==> src/rtl/lapic_prio_pkg.sv <==
package lapic_prio_pkg;
    parameter int LPC_NUM_VEC    = 256;
    parameter int LPC_CLASS_SIZE = 16;

    typedef enum logic {
        TRIG_EDGE  = 1'b0,
        TRIG_LEVEL = 1'b1
    } trig_e;
endpackage

==> src/rtl/lapic_prio_find.sv <==
module lapic_prio_find #(
    parameter int WIDTH = lapic_prio_pkg::LPC_NUM_VEC,
    parameter int GROUP = lapic_prio_pkg::LPC_CLASS_SIZE,
    localparam int IDX_W = $clog2(WIDTH)
) (
    input  logic [WIDTH-1:0] vec,
    output logic             found,
    output logic [IDX_W-1:0] idx
);
    localparam int NGRP   = WIDTH / GROUP;
    localparam int GIDX_W = $clog2(GROUP);
    localparam int SEL_W  = $clog2(NGRP);

    logic [NGRP-1:0]        grp_any;
    logic [NGRP*GIDX_W-1:0] lo_flat;
    logic [SEL_W-1:0]       sel;

    for (genvar g = 0; g < NGRP; g++) begin : g_grp
        logic [GIDX_W-1:0] lo;
        always_comb begin
            lo = '0;
            for (int b = 0; b < GROUP; b++) begin
                if (vec[g*GROUP+b]) lo = GIDX_W'(b);
            end
        end
        assign grp_any[g]                     = |vec[g*GROUP +: GROUP];
        assign lo_flat[g*GIDX_W +: GIDX_W]    = lo;
    end

    always_comb begin
        sel = '0;
        for (int g = 0; g < NGRP; g++) begin
            if (grp_any[g]) sel = SEL_W'(g);
        end
    end

    assign found = |grp_any;
    assign idx   = {sel, lo_flat[sel*GIDX_W +: GIDX_W]};
endmodule

==> src/rtl/lapic_prio_eval.sv <==
module lapic_prio_eval #(
    parameter int VEC_W = 8,
    parameter int PRI_W = 4
) (
    input  logic [VEC_W-1:0] tpr,
    input  logic             svr_en,
    input  logic [VEC_W-1:0] svr_vec,
    input  logic             irr_found,
    input  logic [VEC_W-1:0] irr_idx,
    input  logic             isr_found,
    input  logic [VEC_W-1:0] isr_idx,
    output logic [VEC_W-1:0] ppr,
    output logic             pending,
    output logic             ack_ok,
    output logic             ack_spur,
    output logic [VEC_W-1:0] ack_vec
);
    localparam int CLS_LSB = VEC_W - PRI_W;

    logic [PRI_W-1:0] isr_cls;
    logic [PRI_W-1:0] tpr_cls;
    logic [PRI_W-1:0] irr_cls;

    always_comb begin
        isr_cls = isr_found ? isr_idx[VEC_W-1:CLS_LSB] : '0;
        tpr_cls = tpr[VEC_W-1:CLS_LSB];
        irr_cls = irr_idx[VEC_W-1:CLS_LSB];
        if (tpr_cls >= isr_cls) ppr = tpr;
        else                    ppr = {isr_cls, {CLS_LSB{1'b0}}};
        pending  = svr_en && irr_found &&
                   ((ppr == '0) || (irr_cls > ppr[VEC_W-1:CLS_LSB]));
        ack_ok   = svr_en && irr_found;
        ack_spur = (tpr != '0) && (irr_idx <= tpr);
        ack_vec  = ack_spur ? svr_vec : irr_idx;
    end
endmodule

==> src/rtl/lapic_prio_core.sv <==
module lapic_prio_core #(
    parameter int NUM_VEC    = lapic_prio_pkg::LPC_NUM_VEC,
    parameter int CLASS_SIZE = lapic_prio_pkg::LPC_CLASS_SIZE,
    localparam int VEC_W = $clog2(NUM_VEC),
    localparam int SVR_W = VEC_W + 1
) (
    input  logic             clk,
    input  logic             rst_n,
    input  logic             req_valid,
    input  logic [VEC_W-1:0] req_vector,
    input  logic             req_level,
    input  logic             tpr_wr,
    input  logic [VEC_W-1:0] tpr_wdata,
    input  logic             svr_wr,
    input  logic [SVR_W-1:0] svr_wdata,
    input  logic             ack_strobe,
    input  logic             eoi_strobe,
    output logic             irq_pending,
    output logic             ack_valid,
    output logic             ack_spurious,
    output logic [VEC_W-1:0] ack_vector,
    output logic             eoi_done,
    output logic [VEC_W-1:0] eoi_vector,
    output logic             eoi_level,
    output logic [VEC_W-1:0] ppr_out
);
    import lapic_prio_pkg::*;

    localparam int PRI_W = VEC_W - $clog2(CLASS_SIZE);
    localparam logic [SVR_W-1:0] SVR_RST = {1'b0, {VEC_W{1'b1}}};

    typedef struct packed {
        logic [NUM_VEC-1:0] irr;
        logic [NUM_VEC-1:0] isr;
        logic [NUM_VEC-1:0] tmr;
        logic [VEC_W-1:0]   tpr;
        logic [SVR_W-1:0]   svr;
    } state_t;

    state_t state_d, state_q;

    logic             irr_found, isr_found;
    logic [VEC_W-1:0] irr_idx, isr_idx;
    logic             ack_ok, ack_spur, ack_take;
    logic [VEC_W-1:0] ack_vec;

    lapic_prio_find #(.WIDTH(NUM_VEC), .GROUP(CLASS_SIZE)) u_find_irr (
        .vec(state_q.irr), .found(irr_found), .idx(irr_idx)
    );

    lapic_prio_find #(.WIDTH(NUM_VEC), .GROUP(CLASS_SIZE)) u_find_isr (
        .vec(state_q.isr), .found(isr_found), .idx(isr_idx)
    );

    lapic_prio_eval #(.VEC_W(VEC_W), .PRI_W(PRI_W)) u_eval (
        .tpr(state_q.tpr),
        .svr_en(state_q.svr[VEC_W]),
        .svr_vec(state_q.svr[VEC_W-1:0]),
        .irr_found(irr_found),
        .irr_idx(irr_idx),
        .isr_found(isr_found),
        .isr_idx(isr_idx),
        .ppr(ppr_out),
        .pending(irq_pending),
        .ack_ok(ack_ok),
        .ack_spur(ack_spur),
        .ack_vec(ack_vec)
    );

    assign ack_valid    = ack_strobe && ack_ok;
    assign ack_spurious = ack_valid && ack_spur;
    assign ack_vector   = ack_vec;
    assign ack_take     = ack_valid && !ack_spur;
    assign eoi_done     = eoi_strobe && isr_found;
    assign eoi_vector   = isr_idx;
    assign eoi_level    = state_q.tmr[isr_idx];

    always_comb begin
        state_d = state_q;
        if (tpr_wr) state_d.tpr = tpr_wdata;
        if (svr_wr) state_d.svr = svr_wdata;
        if (eoi_done) state_d.isr[isr_idx] = 1'b0;
        if (ack_take) begin
            state_d.irr[irr_idx] = 1'b0;
            state_d.isr[irr_idx] = 1'b1;
        end
        if (req_valid) begin
            state_d.irr[req_vector] = 1'b1;
            state_d.tmr[req_vector] = (trig_e'(req_level) == TRIG_LEVEL);
        end
    end

    always_ff @(posedge clk) begin
        if (!rst_n) begin
            state_q.irr <= '0;
            state_q.isr <= '0;
            state_q.tmr <= '0;
            state_q.tpr <= '0;
            state_q.svr <= SVR_RST;
        end else begin
            state_q <= state_d;
        end
    end

    // the chosen request bit is really set
    p_found_set_r1: assert property (@(posedge clk) disable iff (!rst_n)
        irr_found |-> state_q.irr[irr_idx]);

    // priority never below task priority nor below in-service class
    p_ppr_floor_r2: assert property (@(posedge clk) disable iff (!rst_n)
        ppr_out >= state_q.tpr);
    p_ppr_class_r2: assert property (@(posedge clk) disable iff (!rst_n)
        isr_found |-> ppr_out[VEC_W-1:VEC_W-PRI_W] >= isr_idx[VEC_W-1:VEC_W-PRI_W]);

    // a disabled core never signals
    p_disabled_quiet_r3: assert property (@(posedge clk) disable iff (!rst_n)
        !state_q.svr[VEC_W] |-> !irq_pending);

    // trigger mode captured with the request
    p_trig_capture_r4: assert property (@(posedge clk) disable iff (!rst_n)
        req_valid |=> state_q.tmr[$past(req_vector)] == $past(req_level));

    // spurious acknowledge leaves vectors alone
    p_spur_hold_r5: assert property (@(posedge clk) disable iff (!rst_n)
        (ack_spurious && !req_valid && !eoi_strobe) |=>
        ($stable(state_q.irr) && $stable(state_q.isr)));

    // accepted vector lands in service
    p_ack_to_isr_r6: assert property (@(posedge clk) disable iff (!rst_n)
        (ack_valid && !ack_spurious) |=> state_q.isr[$past(ack_vector)]);

    // retired vector leaves service
    p_eoi_clear_r7: assert property (@(posedge clk) disable iff (!rst_n)
        (eoi_done && !(ack_take && ack_vector == eoi_vector)) |=>
        !state_q.isr[$past(eoi_vector)]);

    // no vector while disabled
    p_idle_ack_r9: assert property (@(posedge clk) disable iff (!rst_n)
        (ack_strobe && !state_q.svr[VEC_W]) |-> !ack_valid);
endmodule

==> config.mk <==
export PLATFORM = sky130hd
export DESIGN_NAME = lapic_prio_core
export DESIGN_NICKNAME = d
export VERILOG_FILES = /design/src/rtl/lapic_prio_pkg.sv /design/src/rtl/lapic_prio_find.sv /design/src/rtl/lapic_prio_eval.sv /design/src/rtl/lapic_prio_core.sv
export SDC_FILE = /design/constraint.sdc
export NUM_CORES = 2
export LEC_CHECK = 0
export ABC_AREA = 1
export BUFFER_PORTS_ARGS = -buffer_cell sky130_fd_sc_hd__buf_2
export CAP_MARGIN = 20
export CORE_UTILIZATION = 59
export DETAILED_ROUTE_END_ITERATION = 6
export PLACE_DENSITY = 0.83
export SYNTH_ARGS = -nofsm -noshare
export SYNTH_HDL_FRONTEND = slang
export SYNTH_SLANG_ARGS = --single-unit
export TNS_END_PERCENT = 100
==> constraint.sdc <==
create_clock -name clk -period 6 [get_ports clk]
set_input_delay 0.3 -clock clk [delete_from_list [all_inputs] [get_ports clk]]
set_output_delay 0.3 -clock clk [all_outputs]
set_load 0.02 [all_outputs]
# Word level (Yosys, flattened, before mapping)
# Index checks and enable logic that the tools add are counted.
[totals]
regBits = 785
latchBits = 0
ramBits = 0
rom_bits = 0
input_bits = 33
output_inout_bits = 29
wordCells = 593
n_memories = 0
[classes]
addsub = 0
multipliers = 0
n_div = 0
n_lt_le_gt_ge = 9
n_eq_ne = 0
n_shift = 2
mux = 525
n_bitwise = 6
n_reduce_logical = 46
[op_table]
columns = ["op", "count"]
rows = [
  ["$mux 4", 273],
  ["$and 256x256->256", 2],
  ["$mux 256", 2],
  ["$mux 512", 1],
  ["$not 256->256", 2],
  ["$or 256x256->256", 2],
  ["$reduce_or 256->1", 2],
  ["$reduce_or 16->1", 30],
  ["$mux 3", 136],
  ["$bwmux 256", 1],
  ["$mux 2", 68],
  ["$shiftx 64x7->4", 2],
  ["$mux 1", 38],
  ["$lt 8x9->1 const B", 3],
  ["$demux 1 s8", 3],
  ["$ge 8x1->1 const B", 3],
  ["$mux 8", 2],
  ["$logic_and 1x1->1", 10],
  ["$bmux 1 s8", 1],
  ["$le 8x8->1", 1],
  ["$logic_not 8->1", 1],
  ["$reduce_bool 8->1", 1],
  ["$ge 4x4->1", 1],
  ["$gt 4x4->1", 1],
  ["2 further kinds", 2],
]

# Longest topological paths before layout
[logic_depth]
depth_word = 28
depth_mapped = 45
mapped_depth_nobuf = 43

# By module
# A second synthesis with hierarchy kept.
[hier_totals]
hier_cells = 6100
hier_area_um2 = 38632.1
[by_module_without_submodules]
columns = ["mod", "n_inst", "cells_each", "area_each_um2", "seq_area_each_um2"]
rows = [
  ["lapic_prio_core", 1, 4540, 31413.9, 15715.1],
  ["lapic_prio_find", 2, 717, 3256.9, 0.0],
  ["lapic_prio_eval", 1, 126, 704.4, 0.0],
]

# Worst setup path after synthesis
# No wires, ideal clock.
[synth_path]
path_type = "reg2reg"
from = "register state_q[653] (netlist bit)"
to = "register state_q[600] (netlist bit)"
setup_time_ns = 0.132
arrival_time_ns = 4.497
required_ns = 5.868
slack_ns = 1.371
stages_incl_launch_ff = 34
path_buffers = 2
synth_period_minus_slack_ns = 4.629
cell_sequence = "dfxtp_1 nor4_1 inv_1 nor2_2 nand3_1 nor2_2 a21boi_2 o31ai_4 a21oi_4 inv_4 nor2_8 buf_6 nand2_1 o211ai_1 o21ai_2 nand4_4 inv_4 ha_1 a21oi_1 o21ai_0 nand2_1 o211ai_1 o21ai_0 nand2_1 inv_1 nor2_2 inv_1 nor2_1 inv_1 nor2_1 buf_2 nand2_1 nand2_1 a21oi_1"
[synth_between]
elab_chain_cells = 20
elab_cells_between_ends = 32
cone_classes = "order compare (3); shift (1); mux (17); bitwise (3); reduce/logical (8)"
[synth_rtl]
columns = ["item", "line", "rtl"]
rows = [
  ["start, declared", "lapic_prio_core.sv:40", "state_t state_d, state_q;"],
  ["start signal, assigned", "lapic_prio_core.sv:101", "state_q <= state_d;"],
  ["$reduce_or 16->1", "lapic_prio_find.sv:26", "assign grp_any[g] = |vec[g*GROUP +: GROUP];"],
  ["$mux 3", "lapic_prio_find.sv:33", "if (grp_any[g]) sel = SEL_W'(g);"],
  ["$mux 4 (8 in series)", "lapic_prio_find.sv:33", ""],
  ["$shiftx 64x7->4", "lapic_prio_find.sv:38", "assign idx = {sel, lo_flat[sel*GIDX_W +: GIDX_W]};"],
  ["$lt 8x9->1 (implied by the code) or $ge 8x1->1 (tied branches)", "lapic_prio_core.sv:84", "state_d.irr[irr_idx] = 1'b0;"],
  ["$logic_and 1x1->1 (implied by the code)", "lapic_prio_core.sv:84", ""],
  ["$mux 1 (implied by the code)", "lapic_prio_core.sv:84", ""],
  ["$demux 1 s8", "lapic_prio_core.sv:84", ""],
  ["$not 256->256 (no source line)", "n/a", ""],
  ["$and 256x256->256 (no source line)", "n/a", ""],
  ["$mux 512 *", "lapic_prio_core.sv:83", "if (ack_take) begin"],
  ["$or 256x256->256 (no source line)", "n/a", ""],
  ["$mux 256 *", "lapic_prio_core.sv:87", "if (req_valid) begin"],
]
# Every way passes the cells marked *; elsewhere a longest branch is shown, timed or not.
# A chain may end at the register's enable or synchronous reset.

# Final worst setup path
[layout_path]
from = "register state_q[400] (netlist bit)"
to = "output port eoi_level"
[layout_between]
elab_chain_cells = 13
elab_cells_between_ends = 14
cone_classes = "shift (1); mux (12); reduce/logical (1)"
[layout_rtl]
columns = ["item", "line", "rtl"]
rows = [
  ["$reduce_or 16->1", "lapic_prio_find.sv:26", ""],
  ["$mux 3", "lapic_prio_find.sv:33", ""],
  ["$mux 4 (8 in series)", "lapic_prio_find.sv:33", ""],
  ["$shiftx 64x7->4", "lapic_prio_find.sv:38", ""],
  ["$bmux 1 s8 *", "lapic_prio_core.sv:76", "assign eoi_level = state_q.tmr[isr_idx];"],
  ["$mux 1 (implied by the code) *", "lapic_prio_core.sv:76", ""],
  ["end, declared", "lapic_prio_core.sv:24", "output logic eoi_level,"],
]
# Every way passes the cells marked *; elsewhere a longest branch is shown, timed or not. The select of a mux whose other input is x is not followed.

==> impl_metrics.env <==
export IMPL_slew_headroom_pct=14.0
export IMPL_design_core_area_sq_um=65700
export IMPL_cp_slowest_cell="o21ai_0"
export IMPL_grt_max_degree=177
export IMPL_place_inst=6889
export IMPL_layout_nets=6191
export IMPL_wl_microns=162000
export IMPL_cts_buffer_depth=3
export IMPL_hold_viol=0
export IMPL_rows=94
export IMPL_synth_area_per_cell_sq_um=6.48
export IMPL_drv_cap=0
export IMPL_worstPathMaxFanout=7
export IMPL_synthMuxAreaShare_pct=0
export IMPL_syn_area_sq_um=39200
export IMPL_run_status="finished with violations"
export IMPL_yosysMostFrequentCell="nand2_1"
export IMPL_synth_top_cell_by_area="dfxtp_1"
export IMPL_final_util_pct=68.0
export IMPL_cts_sinks=785
export IMPL_setup_tns_ps=-54.0
export IMPL_hpwl_microns=109000
export IMPL_finalCriticalPeriod_ps=6050
export IMPL_die_h_microns=260
export IMPL_async_flop_share_pct=0
export IMPL_pwr_density_cell_nw_per_um2=289
export IMPL_cpMostUsedCell="nand2_1"
export IMPL_io_pin_count=62
export IMPL_violations="design-rule violations, negative setup slack"
export IMPL_antenna_found_initial=7
export IMPL_total_power_mw=12.9
export IMPL_insertion_delay_ps=660
export IMPL_synth_top_family_by_area="simple AND/OR/NAND/NOR gates"
export IMPL_hold_slack_ps=30.6
export IMPL_hold_path_class="in2reg"
export IMPL_grt_pass1_wl_microns=237000
export IMPL_netlist_area_leader_share_pct=40.1
export IMPL_drtIter0Drc=7193
export IMPL_antenna_left=0
export IMPL_synth_edf_count=0
export IMPL_rsz0062_at_grt="yes"
export IMPL_syn2layout_area_growth_pct=14.2
export IMPL_clkTransAtPathRegs_ps=60
export IMPL_regMostFlops="state_q"
export IMPL_fmax_mhz=165
export IMPL_synth_cell_type_count=63
export IMPL_setup_slack_ps=-54.0
export IMPL_initial_core_util_pct=59.6
export IMPL_ys_top_cells_by_count="nand2_1 (1,468), nor2_1 (1,172), dfxtp_1 (785), a21oi_1 (591), inv_1 (545)"
export IMPL_synthCells=6044
export IMPL_wire_per_inst_microns=22.9
export IMPL_skew_ps=26.2
export IMPL_syn_num_nets=6093
export IMPL_port_buffers=61
export IMPL_drt_first_pass_iters=7
export IMPL_synthFlopType="dfxtp_1"
export IMPL_grt_pass1_vias=39295
export IMPL_required_ps=5700
export IMPL_htree_levels=3
export IMPL_clockRootBuffer="clkbuf_16"
export IMPL_overflow=0
export IMPL_ys_warn_count=0
export IMPL_synth_fa_ha_area_share_pct=0.511
export IMPL_leakage_nw=18.8
export IMPL_post_drt_via_cell_ratio=6.17
export IMPL_crit_path_max_incr_delay_ps=480
export IMPL_largest_reg_flops=785
export IMPL_reg_largest_list="state_q x785"
export IMPL_dieWidth_microns=260
export IMPL_dieArea_sq_um=67400
export IMPL_cts_made_buffers=82
export IMPL_start_kind="register"
export IMPL_critPathArrivalTime_ps=5750
export IMPL_endpoint_kind="output pin"
export IMPL_final_cells=7073
export IMPL_synth_compound_area_share_pct=17.7
export IMPL_period_share_pct=101
export IMPL_drive_gt1_share_pct=10.3
export IMPL_synth_simple_gate_area_share_pct=32.6
export IMPL_seq_area_frac_synth_pct=40.1
export IMPL_gr_usage_all_layers_pct=46.6
export IMPL_drc_errors=1
export IMPL_crit_type="reg2out"
export IMPL_gp_congestion=1.11
export IMPL_yosys_register_bits=785
export IMPL_cts_tree="yes"
export IMPL_slew_violations=0
export IMPL_setup_viol=1
export IMPL_irDropWorstVdd_v=0.000252
export IMPL_tightest_slew_ps=1290
export IMPL_netlist_top_cells_area="dfxtp_1 (40%), nand2_1 (14%), nor2_1 (11%), a21oi_1 (7.6%), o21ai_0 (6.4%)"
export IMPL_synth_xor_area_share_pct=0
export IMPL_via_count=43666
-- stage by stage --
stage | setup WS [ps] | cell area [sq um]
2_1_floorplan | 1370 | 39200
3_3_place_gp | 414 | 41400
3_5_place_dp | 333 | 41400
4_1_cts | 10.4 | 44500
5_1_grt | -57.1 | 44700
6_report | -54.0 | 44700
-- logic make-up (layout without fill, tap and decap cells) --
kind of cell	Yosys count	in the layout
AND/OR/NAND/NOR	3077	3077
AO/OA/AOI/OAI	1312	1312
buffers and inverters	854	1018
flip-flops	785	785
adder cells (fa/ha/maj)	16	16
other	0	1
-- layout make-up --
type                            instances  area [sq um]
Fill cell                            5618         21000
Multi-Input combinational cell       4405         20100
Sequential cell                       785         15700
Tap cell                              864          1080
Timing Repair Buffer                  291          2850
Clock buffer                          123          2520
Clock inverter                         27           284
Antenna cell                            1          2.50
Inverter                              577          2180
-- per-layer routing --
metal / track usage [%] / share of wire, %
met5: 0 / 0.035
met4: 33.0 / 8.6
met3: 14.2 / 16
met2: 66.1 / 40
met1: 60.0 / 36
-- worst max-delay path, delay by kind of cell (launching register included) --
kind / cells / cell delay (ps)
buffers and inverters: 7 / 1030
flip-flops: 1 / 330
AND/OR/NAND/NOR: 20 / 2960
AO/OA/AOI/OAI: 3 / 790
-- power by group --
part           total, mW  internal [mW]  switching (mW)
logic               2.30          0.606            1.70
clock network       5.36           3.12            2.24
registers           5.24           5.23          0.0128
-- worst paths after layout --
| check | from | end | slack (ps) | cells past startpoint |
|---|---|---|---|---|
| max reg2reg | state_q[657]$_SDFF_PN0_ | state_q[543]$_SDFF_PN0_ | 360 | 34 |
| min reg2reg | state_q[268]$_SDFFE_PN0P_ | state_q[268]$_SDFFE_PN0P_ | 450 | 2 |
| min | tpr_wdata[5] | state_q[14]$_SDFFE_PN0P_ | 30 | 3 |
| max | state_q[400]$_SDFF_PN0_ | eoi_level | -50 | 30 |
-- cell usage in the layout, fill, tap and decap left out, types with 9 or more instances in the layout --
| cell | instances |
|---|---|
| o21bai_1 | 29 |
| inv_1 | 541 |
| o21ai_1 | 117 |
| nor2_1 | 1164 |
| o31ai_1 | 9 |
| clkbuf_16 | 85 |
| nand4_1 | 32 |
| nand2_1 | 1466 |
| nor3_2 | 13 |
| o21ai_2 | 10 |
| nand2_4 | 22 |
| a21oi_2 | 23 |
| nor2_2 | 26 |
| clkbuf_8 | 26 |
| buf_12 | 58 |
| nor4_1 | 40 |
| buf_4 | 150 |
| a21oi_1 | 589 |
| or2_1 | 10 |
| o21ai_0 | 492 |
| nor2_4 | 17 |
| ha_1 | 16 |
| buf_2 | 56 |
| clkinv_2 | 14 |
| dfxtp_1 | 785 |
| nand3_1 | 96 |
| dlygate4sd3_1 | 22 |
| clkbuf_1 | 13 |
| nor3_1 | 98 |
| nand2_2 | 44 |
| o211ai_1 | 11 |
| inv_2 | 26 |
| or2_2 | 13 |
-- what timing repair did --
action                                 CTS  global route
buffers inserted                         3             8
pin swaps                                1             8
hold buffers                            22             0
cloned                                   0             0
gates resized for setup                  3            45
endpoints found under the hold margin   16             0
setup endpoints to repair                2           267
No activity file was read; power rests on OpenSTA's default activity.
